--- config.mk ---
export PLATFORM = sky130hd
export DESIGN_NAME = bcd_clock_regs
export DESIGN_NICKNAME = d
export VERILOG_FILES = /design/src/rtl/bcdclk_pkg.sv /design/src/rtl/bcdclk_prescale.sv /design/src/rtl/bcdclk_chain.sv /design/src/rtl/bcdclk_shadow.sv /design/src/rtl/bcd_clock_regs.sv
export SDC_FILE = /design/constraint.sdc
export NUM_CORES = 1
export LEC_CHECK = 0
export BUFFER_PORTS_ARGS = -buffer_cell sky130_fd_sc_hd__buf_2
export CORE_UTILIZATION = 40
export CTS_CLUSTER_SIZE = 40
export DETAILED_ROUTE_END_ITERATION = 6
export PLACE_DENSITY = 0.53
export SLEW_MARGIN = 40
export SYNTH_ARGS = -nofsm -noshare
export SYNTH_HDL_FRONTEND = slang
export SYNTH_SLANG_ARGS = --single-unit
export TNS_END_PERCENT = 1
--- constraint.sdc ---
create_clock -name clk -period 4.6 [get_ports clk]
set_input_delay 0.69 -clock clk [delete_from_list [all_inputs] [get_ports clk]]
set_output_delay 0.69 -clock clk [all_outputs]
set_load 0.05 [all_outputs]
--- src/rtl/bcdclk_pkg.sv ---
package bcdclk_pkg;

    localparam int NFIELD     = 7;
    localparam int NREG       = NFIELD + 1;
    localparam int IDX_W      = $clog2(NREG);
    localparam int CAL_W      = 6;
    localparam int FREEZE_BIT = 6;

    // field order equals byte offset minus one
    typedef enum logic [2:0] {
        F_SEC  = 3'd0,
        F_MIN  = 3'd1,
        F_HR   = 3'd2,
        F_DOW  = 3'd3,
        F_DATE = 3'd4,
        F_MON  = 3'd5,
        F_YR   = 3'd6
    } field_e;

    // first member is most significant: vector index 0 is seconds
    typedef struct packed {
        logic [7:0] yr;
        logic [7:0] mon;
        logic [7:0] date;
        logic [7:0] dow;
        logic [7:0] hr;
        logic [7:0] min;
        logic [7:0] sec;
    } cal_t;

    typedef logic [NFIELD-1:0][7:0] cal_vec_t;

    localparam cal_t CAL_RESET = '{yr: 8'h00, mon: 8'h01, date: 8'h01,
                                   dow: 8'h01, hr: 8'h00, min: 8'h00,
                                   sec: 8'h00};

    function automatic logic [7:0] bcd_inc(input logic [7:0] v);
        logic [7:0] r;
        if (v[3:0] >= 4'd9) begin
            if (v[7:4] >= 4'd9) r = 8'h00;
            else                r = {v[7:4] + 4'd1, 4'd0};
        end else begin
            r = {v[7:4], v[3:0] + 4'd1};
        end
        return r;
    endfunction

    function automatic logic [7:0] bcd_to_bin(input logic [7:0] v);
        return ({4'd0, v[7:4]} * 8'd10) + {4'd0, v[3:0]};
    endfunction

    function automatic logic is_leap(input logic [7:0] yr);
        logic [7:0] b;
        b = bcd_to_bin(yr);
        return (b[1:0] == 2'b00);
    endfunction

    function automatic logic [7:0] month_days(input logic [7:0] mon,
                                              input logic [7:0] yr);
        logic [7:0] d;
        case (mon)
            8'h02:                      d = is_leap(yr) ? 8'h29 : 8'h28;
            8'h04, 8'h06, 8'h09, 8'h11: d = 8'h30;
            default:                    d = 8'h31;
        endcase
        return d;
    endfunction

    function automatic logic [7:0] field_mask(input logic [2:0] f);
        logic [7:0] m;
        case (field_e'(f))
            F_SEC, F_MIN:  m = 8'h7F;
            F_HR, F_DATE:  m = 8'h3F;
            F_DOW:         m = 8'h07;
            F_MON:         m = 8'h1F;
            default:       m = 8'hFF;
        endcase
        return m;
    endfunction

endpackage

--- src/rtl/bcdclk_prescale.sv ---
module bcdclk_prescale #(
    parameter int TICKS_PER_SEC = 32768
) (
    input  logic clk,
    input  logic rst,
    input  logic tick_i,
    output logic sec_o
);
    localparam int CW = (TICKS_PER_SEC > 1) ? $clog2(TICKS_PER_SEC) : 1;
    localparam logic [CW-1:0] LAST = CW'(TICKS_PER_SEC - 1);

    logic [CW-1:0] cnt_q;

    assign sec_o = tick_i && (cnt_q == LAST);

    always_ff @(posedge clk) begin
        if (rst) begin
            cnt_q <= '0;
        end else if (tick_i) begin
            cnt_q <= (cnt_q == LAST) ? '0 : cnt_q + CW'(1);
        end
    end
endmodule

--- src/rtl/bcdclk_chain.sv ---
module bcdclk_chain
    import bcdclk_pkg::*;
(
    input  logic              clk,
    input  logic              rst,
    input  logic              adv_i,
    input  logic [NFIELD-1:0] load_en_i,
    input  cal_t              load_val_i,
    output cal_t              cnt_o
);
    cal_t     cnt_q;
    cal_t     step;
    cal_vec_t nxt_v;
    cal_vec_t ld_v;

    always_comb begin
        step = cnt_q;
        if (adv_i) begin
            if (cnt_q.sec >= 8'h59) begin
                step.sec = 8'h00;
                if (cnt_q.min >= 8'h59) begin
                    step.min = 8'h00;
                    if (cnt_q.hr >= 8'h23) begin
                        step.hr  = 8'h00;
                        step.dow = (cnt_q.dow >= 8'h07) ? 8'h01 : bcd_inc(cnt_q.dow);
                        if (cnt_q.date >= month_days(cnt_q.mon, cnt_q.yr)) begin
                            step.date = 8'h01;
                            if (cnt_q.mon >= 8'h12) begin
                                step.mon = 8'h01;
                                step.yr  = bcd_inc(cnt_q.yr);
                            end else begin
                                step.mon = bcd_inc(cnt_q.mon);
                            end
                        end else begin
                            step.date = bcd_inc(cnt_q.date);
                        end
                    end else begin
                        step.hr = bcd_inc(cnt_q.hr);
                    end
                end else begin
                    step.min = bcd_inc(cnt_q.min);
                end
            end else begin
                step.sec = bcd_inc(cnt_q.sec);
            end
        end
    end

    assign ld_v = load_val_i;

    // per-field software load takes priority over the count
    for (genvar g = 0; g < NFIELD; g++) begin : g_fld
        cal_vec_t sv;
        assign sv       = step;
        assign nxt_v[g] = load_en_i[g] ? ld_v[g] : sv[g];
    end

    always_ff @(posedge clk) begin
        if (rst) cnt_q <= CAL_RESET;
        else     cnt_q <= nxt_v;
    end

    assign cnt_o = cnt_q;
endmodule

--- src/rtl/bcdclk_shadow.sv ---
module bcdclk_shadow
    import bcdclk_pkg::*;
(
    input  logic              clk,
    input  logic              rst,
    input  logic              adv_i,
    input  cal_t              cnt_i,
    input  logic              wr_i,
    input  logic [IDX_W-1:0]  wr_idx_i,
    input  logic [7:0]        wr_data_i,
    output cal_t              vis_o,
    output logic              freeze_o,
    output logic [CAL_W-1:0]  calib_o,
    output logic [NFIELD-1:0] load_en_o,
    output cal_t              load_val_o
);
    cal_vec_t          vis_q;
    logic              freeze_q;
    logic [CAL_W-1:0]  calib_q;
    logic [NFIELD-1:0] dirty_q;
    logic              pend_q;

    logic              ctrl_wr;
    logic              time_wr;
    logic              release_now;
    logic [2:0]        fld;
    logic [7:0]        wbyte;
    cal_vec_t          lv;
    logic [NFIELD-1:0] le;

    always_comb begin
        ctrl_wr     = wr_i && (wr_idx_i == '0);
        time_wr     = wr_i && (wr_idx_i != '0);
        fld         = 3'(wr_idx_i - IDX_W'(1));
        wbyte       = wr_data_i & field_mask(fld);
        release_now = ctrl_wr && freeze_q && !wr_data_i[FREEZE_BIT];
        lv          = vis_q;
        le          = '0;
        if (release_now) begin
            le = dirty_q;
        end else if (time_wr && !freeze_q) begin
            le[fld] = 1'b1;
            lv[fld] = wbyte;
        end
    end

    always_ff @(posedge clk) begin
        if (rst) begin
            vis_q    <= CAL_RESET;
            freeze_q <= 1'b0;
            calib_q  <= '0;
            dirty_q  <= '0;
            pend_q   <= 1'b0;
        end else begin
            // freeze_q is the value before any write in this cycle, so a
            // pending copy completes even when a freeze arrives now
            if (pend_q && !freeze_q) vis_q <= cnt_i;
            pend_q <= adv_i || (pend_q && freeze_q) || release_now;
            if (ctrl_wr) begin
                freeze_q <= wr_data_i[FREEZE_BIT];
                calib_q  <= wr_data_i[CAL_W-1:0];
            end
            if (release_now) dirty_q <= '0;
            if (time_wr) begin
                vis_q[fld] <= wbyte;
                if (freeze_q) dirty_q[fld] <= 1'b1;
            end
        end
    end

    assign vis_o      = vis_q;
    assign freeze_o   = freeze_q;
    assign calib_o    = calib_q;
    assign load_en_o  = le;
    assign load_val_o = lv;
endmodule

--- src/rtl/bcd_clock_regs.sv ---
module bcd_clock_regs
    import bcdclk_pkg::*;
#(
    parameter int ADDR_W        = 15,
    parameter int TICKS_PER_SEC = 32768
) (
    input  logic              clk,
    input  logic              rst,
    input  logic              tick_i,
    input  logic              cs_i,
    input  logic              we_i,
    input  logic [ADDR_W-1:0] addr_i,
    input  logic [7:0]        wdata_i,
    output logic [7:0]        rdata_o,
    output logic              hit_o
);
    localparam logic [IDX_W-1:0] ONE = IDX_W'(1);

    logic              sec_pulse;
    logic              wr_en;
    logic [IDX_W-1:0]  idx;
    logic [NFIELD-1:0] load_en;
    cal_t              load_val;
    cal_t              cnt;
    cal_t              vis;
    cal_vec_t          vis_v;
    logic              freeze;
    logic [CAL_W-1:0]  calib;
    logic [7:0]        rd_byte;
    logic [7:0]        rdata_q;

    // clock window: all address bits above the byte offset are ones
    assign hit_o = &addr_i[ADDR_W-1:IDX_W];
    assign idx   = addr_i[IDX_W-1:0];
    assign wr_en = cs_i && we_i && hit_o;

    bcdclk_prescale #(.TICKS_PER_SEC(TICKS_PER_SEC)) u_pre (
        .clk    (clk),
        .rst    (rst),
        .tick_i (tick_i),
        .sec_o  (sec_pulse)
    );

    bcdclk_chain u_chain (
        .clk        (clk),
        .rst        (rst),
        .adv_i      (sec_pulse),
        .load_en_i  (load_en),
        .load_val_i (load_val),
        .cnt_o      (cnt)
    );

    bcdclk_shadow u_shadow (
        .clk        (clk),
        .rst        (rst),
        .adv_i      (sec_pulse),
        .cnt_i      (cnt),
        .wr_i       (wr_en),
        .wr_idx_i   (idx),
        .wr_data_i  (wdata_i),
        .vis_o      (vis),
        .freeze_o   (freeze),
        .calib_o    (calib),
        .load_en_o  (load_en),
        .load_val_o (load_val)
    );

    assign vis_v = vis;

    always_comb begin
        if (idx == '0) rd_byte = {1'b0, freeze, calib};
        else           rd_byte = vis_v[idx - ONE];
    end

    always_ff @(posedge clk) begin
        if (rst) begin
            rdata_q <= 8'h00;
        end else if (cs_i && !we_i) begin
            rdata_q <= hit_o ? rd_byte : 8'h00;
        end
    end

    assign rdata_o = rdata_q;
endmodule

==> results of run 1 <==
[cells in the mapped netlist (all sizes together) (4+ instances only)]
| library cell | number |
|---|---|
| a311oi | 7 |
| and3 | 17 |
| o32ai | 7 |
| a221oi | 5 |
| a22oi | 19 |
| a31oi | 8 |
| a22o | 7 |
| o211ai | 10 |
| nor3 | 42 |
| nand2b | 14 |
| o221ai | 4 |
| a21oi | 76 |
| nor4 | 25 |
| o22ai | 6 |
| ha | 51 |
| mux2 | 14 |
| nand2 | 100 |
| nand4b | 4 |
| mux2i | 30 |
| nor3b | 9 |
| and4 | 5 |
| clkbuf | 48 |
| a2111oi | 4 |
| inv | 47 |
| nor2b | 5 |
| o21ai | 47 |
| a211o | 5 |
| or3 | 11 |
| nand4 | 27 |
| or4 | 4 |
| buf | 28 |
| o21bai | 6 |
| dfxtp | 150 |
| xnor2 | 6 |
| o2bb2ai | 18 |
| nor2 | 133 |
| a21o | 4 |
| and2 | 9 |
| a211oi | 81 |
| nand3 | 51 |
| xor2 | 7 |
| o31ai | 13 |
[cells by family (layout without fill, tap and decap cells)]
logic type | count (synthesis) | in the layout | share of synthesized area (%)
and+or+nand+nor | 467 | 467 | 24.5
AOI/OAI and AO/OA | 352 | 352 | 25.9
DFF | 150 | 150 | 31.1
buffers and inverters | 124 | 140 | 5.21
adders and majority gates | 51 | 51 | 6.60
muxes | 47 | 47 | 5.43
xor gates and xnor gates | 13 | 13 | 1.33
other | 0 | 1 | 0
[stage by stage]
step	setup slack (ns)	total power [mW]	cells	cell area [µm²]
finish	0.821	2.90	1540	10700
floorplan	1.41	1.43	1204	9670
CTS	0.767	2.92	1539	10700
global route	0.554	2.98	1539	10700
detailed placement	0.775	1.51	1507	10100
global placement	0.686	1.51	1507	10100
[flip-flops by register name (all words and copies together), names as in the netlist]
register / flops
u_pre.cnt_q: 15
u_shadow.calib_o: 6
u_chain.cnt_o: 56
u_shadow.vis_o: 56
rdata_o: 8
u_shadow.pend_q: 1
u_shadow.dirty_q: 7
u_shadow.freeze_o: 1
[power by group]
part / switching [mW] / leakage, nW / total (mW) / internal (mW)
Sequential: 0.00137 / 1.21 / 1.30 / 1.30
Combinational: 0.137 / 2.39 / 0.184 / 0.0463
Clock: 0.635 / 0.287 / 1.41 / 0.776
[per-layer routing]
| layer | part of all wire (%) | vias to the layer above | track usage [%] |
|---|---|---|---|
| met5 | 0 | - | 0 |
| met4 | 3.1 | 0 | 10.6 |
| met3 | 6.3 | 63 | 5.42 |
| met2 | 45 | 297 | 42.6 |
| met1 | 45 | 4405 | 37.9 |
| li1 | - | 4533 | - |
[cell type report]
type	count	area, µm²	area share (%)
diodes	1	2.50	0.0233
clock buffers	18	439	4.10
clock inverters	14	143	1.33
inverters	48	181	1.69
multi-input cells	930	6190	57.7
flip-flops and latches	150	3000	28.0
well taps	319	399	3.72
repair buffers	60	367	3.42
[critical path, cell delays in order, from the launching register on]
cell	delay, ns
dfxtp_1	0.31
inv_1	0.19
ha_1	0.20
nor2b_1	0.17
nand4b_1	0.20
o31ai_1	0.37
ha_1	0.29
nor4b_1	0.34
o211ai_1	0.20
or3_1	0.59
a311oi_4	0.50
a2111oi_1	0.09
a211oi_1	0.22
[worst paths after layout]
kind,from,endpoint,slack (ns),cells past startpoint
max,u_chain.cnt_o[45],u_chain.cnt_o[45],0.82,12
min,u_shadow.calib_o[5],u_shadow.calib_o[5],0.46,2
max reg2reg,u_chain.cnt_o[45],u_chain.cnt_o[45],0.82,12
min reg2reg,u_shadow.calib_o[5],u_shadow.calib_o[5],0.46,2
==> results.toml, run 1 <==
[run_status]
status = "complete, no violations"

[layout]
layout_commonest_cell = "dfxtp_1"
syn2layout_area_growth_pct = 10.9
drive_gt1_share_pct = 11.6
final_nets = 1286
nFillCells = 2413
final_core_util_pct = 45.4
final_cell_mix = "dfxtp_1, nor2_1, nand2_1"

[logic_synthesis]
netlist_area_mm2 = 0.00967
synth-seq-cells = 150
synth.area.top_cells = "dfxtp_1, ha_1, a211oi_1, nor2_1, a21oi_1"
seq_area_frac_synth_pct = 31.1
syn_avg_cell_area_um2 = 8.03
synth_area_leader_cell = "dfxtp_1"
ys_types = 84
synth_fp_nets = 1283
synth_edf_count = 0
synth_top_area_share_pct = 31.1
synthArstFlopShare_pct = 0
yosys_warnings = 0
synthCells = 1204
ys.flop_type = "dfxtp_1"

[job]
maxCapViolCount = 0

[routing]
drt-initial-drc-count = 780
ant_nets = 0
drc_errors = 0
vias_per_cell = 6.04
routed_wl_um = 33400
first_pass_iters = 5
vias = 9298
wl_per_cell_um = 21.7

[setup_path]
critPathArrivalTime_ns = 4.13
cp_max_fo = 11
worst-setup-path-type = "register to register"
critPathLaunchType = "register"
crit_path_end_kind = "register"
required_ns = 4.95

[grt]
grt_pass1_wl_um = 51400
grt_max_degree = 88
antenna_found_initial = 1
grtUsageTotal_pct = 27.7
grt_overflow = 0
first_global_vias = 8362

[clocking]
post_cts_buffers = 0
cts.repair.resized = 0
cts_buffers = 17
cts_hold_buf = 0
cts_tree = "built"
clock-sinks = 150
cts.clk_slew.worst_paths_ns = 0.07
insertion_delay_ns = 0.44
clock-root-buffer = "clkbuf_16"
htreeDepth = 4
clk_path_buf_depth = 2

[die]
chipWidth_um = 157
start_util_pct = 40.9
fp-row-count = 56
die_area_mm2 = 0.0248
die_h_um = 157
io_pins = 37
core_region_area_mm2 = 0.0236

[timing]
slew_viol_final = 0
hold_viol_final = 0
slew-limit-headroom_pct = 45.6
skew_ns = 0.0116
worstMarginPinSlew_ns = 0.813
setup_violations = 0
whs_ns = 0.456
tns_ns = 0
finalCriticalPeriod_ns = 3.78
max_freq_mhz = 265
period_share_pct = 82.2
rsz0062_at_grt = "no"

[hold_path]
hold_class = "register to register"

[place]
gp_congestion = 0.964
port-buffer-count = 36
place_hpwl_um = 24200

[power_and_ir_drop]
peakVddDrop_mv = 0.240
powerDensity_mw_per_mm2 = 270
leakagePower_nw = 3.88
Power figures use the tool's default switching activity.
==> run 2, diff against run 1 <==
Settings changed: ABC_AREA set to 1.
Clock period 4.6 ns to 3.5 ns, I/O delays scaled along.
==> run 2 against run 1 <==
Effect of this change: hold slack worse by 0.057 ns; utilization is 0.15 points higher; power is 32% higher; non-clock buffer count is 2 lower; routed wire length is 2.1% lower; via count is 9.6% higher; sequential share of layout area is 1.1 points lower; flip-flop and latch count stayed put; first-iteration DRC count is 22% higher; count of clock-buffer cells in the layout is 1 higher.
==> results.toml, run 2 <==
[routing]
drc_errors = 0
vias = 10190
wl_per_cell_um = 16.9
first_pass_iters = 6
drt-initial-drc-count = 951
vias_per_cell = 5.27
routed_wl_um = 32700
ant_nets = 0

[timing]
skew_ns = 0.0117
worstMarginPinSlew_ns = 0.665
setup_violations = 0
setup_slack_ns = 0.446
slew_viol_final = 0
slew-limit-headroom_pct = 55.7
period_share_pct = 87.3
max_freq_mhz = 327
rsz0062_at_grt = "no"
hold_viol_final = 0
finalCriticalPeriod_ns = 3.05
tns_ns = 0

[logic_synthesis]
synth_fp_nets = 1648
synth.area.top_cells = "dfxtp_1, nand2_1, o21ai_0, nor2_1, ha_1"
synthArstFlopShare_pct = 0
synth.most_common_cell = "nand2_1"
yosys_warnings = 0
ys_top_cells_by_count = "nand2_1, nor2_1, inv_1, o21ai_0, dfxtp_1"
syn_avg_cell_area_um2 = 6.38
synth-seq-cells = 150
synth_top_area_share_pct = 30.0
ys.flop_type = "dfxtp_1"
ys_types = 47
netlist_area_mm2 = 0.0100
synthCells = 1568
synth_edf_count = 0
synth_area_leader_cell = "dfxtp_1"
seq_area_frac_synth_pct = 30.0

[clocking]
cts.clk_slew.worst_paths_ns = 0.07
cts_buffers = 17
clk_path_buf_depth = 2
cts.repair.resized = 0
cts_tree = "built"
clock-sinks = 150
insertion_delay_ns = 0.44
cts_hold_buf = 0
htreeDepth = 4
post_cts_buffers = 0
clock-root-buffer = "clkbuf_16"

[grt]
grt_pass1_wl_um = 51700
grtUsageTotal_pct = 25.9
first_global_vias = 9301
antenna_found_initial = 1
grt_overflow = 0
grt_max_degree = 63

[place]
pre_cts_ws_ns = 0.437
port-buffer-count = 36
gp_congestion = 0.944
place_hpwl_um = 24200

[setup_path]
critPathLaunchType = "register"
worst-setup-path-type = "register to register"
required_ns = 3.87
cp_cell_sequence = "inv_1, ha_1, o21ai_0, o21ai_0, a32oi_1, nand4_1, inv_1, ha_1, nand2_1, nor3_1, nand2_1, nand3_1, nor2_1, nand3_1, nand2_2, nand2_1, a21oi_1"
crit_path_end_kind = "register"
cp_max_fo = 7
cp_slowest_cell = "dfxtp_1"
reg2reg_slack_ns = 0.45
crit_top_cell = "nand2_1"
critPathArrivalTime_ns = 3.42
critPathMaxStageDelay_ns = 0.42

[layout]
drive_gt1_share_pct = 9.26
final_cell_mix = "nand2_1, nor2_1, inv_1"
nFillCells = 2616
layout_commonest_cell = "nand2_1"
final_nets = 1676
syn2layout_area_growth_pct = 11.4

[die]
die_area_mm2 = 0.0257
start_util_pct = 40.9
io_pins = 37
fp-row-count = 57
die_h_um = 160
chipWidth_um = 160
core_region_area_mm2 = 0.0245

[run_status]
status = "complete, no violations"

[hold_path]
hold_class = "input port to register"

[job]
maxCapViolCount = 0

[power_and_ir_drop]
powerDensity_mw_per_mm2 = 343
peakVddDrop_mv = 0.264
leakagePower_nw = 5.08
-- run 2: layer usage --
metal / part of all wire [%] / vias up / GRT usage [%]
li1: - / 5171 / -
met1: 48 / 4704 / 36.5
met2: 44 / 279 / 41.1
met3: 5.8 / 36 / 3.45
met4: 1.9 / 0 / 7.23
met5: 0 / - / 0
-- run 2: final timing paths --
| path | start | endpoint | cells past startpoint |
|---|---|---|---|
| max | u_chain.cnt_o[40] | u_chain.cnt_o[37] | 17 |
| min | wdata_i[3] | u_shadow.calib_o[3] | 3 |
| max reg2reg | u_chain.cnt_o[40] | u_chain.cnt_o[37] | 17 |
| min reg2reg | rdata_o[3] | rdata_o[3] | 2 |
-- run 2: per-stage QoR --
step | hold WS (ns) | util (%) | area (µm²) | power [mW] | cells
after global placement | 0.449 | 43.1 | 10500 | 1.94 | 1901
after global routing | 0.430 | 45.5 | 11100 | 3.93 | 1933
after CTS | 0.379 | 45.5 | 11100 | 3.85 | 1933
after detailed placement | 0.453 | 43.1 | 10500 | 1.94 | 1901
after floorplan | 0.430 | - | 10000 | 1.85 | 1568
final | 0.399 | 45.6 | 11100 | 3.82 | 1934
-- run 2: final cells by class --
cell class / instances / area [µm²] / area share (%)
Antenna cell: 1 / 2.50 / 0.0225
Clock buffer: 19 / 453 / 4.06
Clock inverter: 13 / 145 / 1.30
Inverter: 187 / 704 / 6.32
Multi-Input combinational cell: 1182 / 6070 / 54.5
Sequential cell: 150 / 3000 / 26.9
Tap cell: 324 / 405 / 3.64
Timing Repair Buffer: 58 / 358 / 3.21
-- run 2: kinds of logic (layout without fill, tap and decap cells) --
group | Yosys count | after routing | synth area share, %
other | 0 | 1 | 0
AND/OR/NAND/NOR | 774 | 774 | 34.2
multiplexers | 1 | 1 | 0.100
AO/OA/AOI/OAI | 331 | 331 | 17.8
flip-flops | 150 | 150 | 30.0
adder cells (fa/ha/maj) | 52 | 52 | 6.50
XOR/XNOR | 24 | 24 | 2.10
buffers and inverters | 236 | 277 | 9.33
-- run 2: worst max-delay path, delay by kind of cell (launching register included) --
kind                     cells  cell delay, ns
AO/OA/AOI/OAI                4            0.64
buffers and inverters        2            0.20
adder cells (fa/ha/maj)      2            0.48
flip-flops                   1            0.42
AND/OR/NAND/NOR              9            1.21
-- run 2: report_power, final --
group	switching [mW]	total, mW	leakage (nW)	internal [mW]
combinational	0.152	0.195	3.58	0.0428
clock	0.819	1.92	0.287	1.10
sequential	0.00156	1.71	1.21	1.71
total	0.972	3.82	5.08	2.85
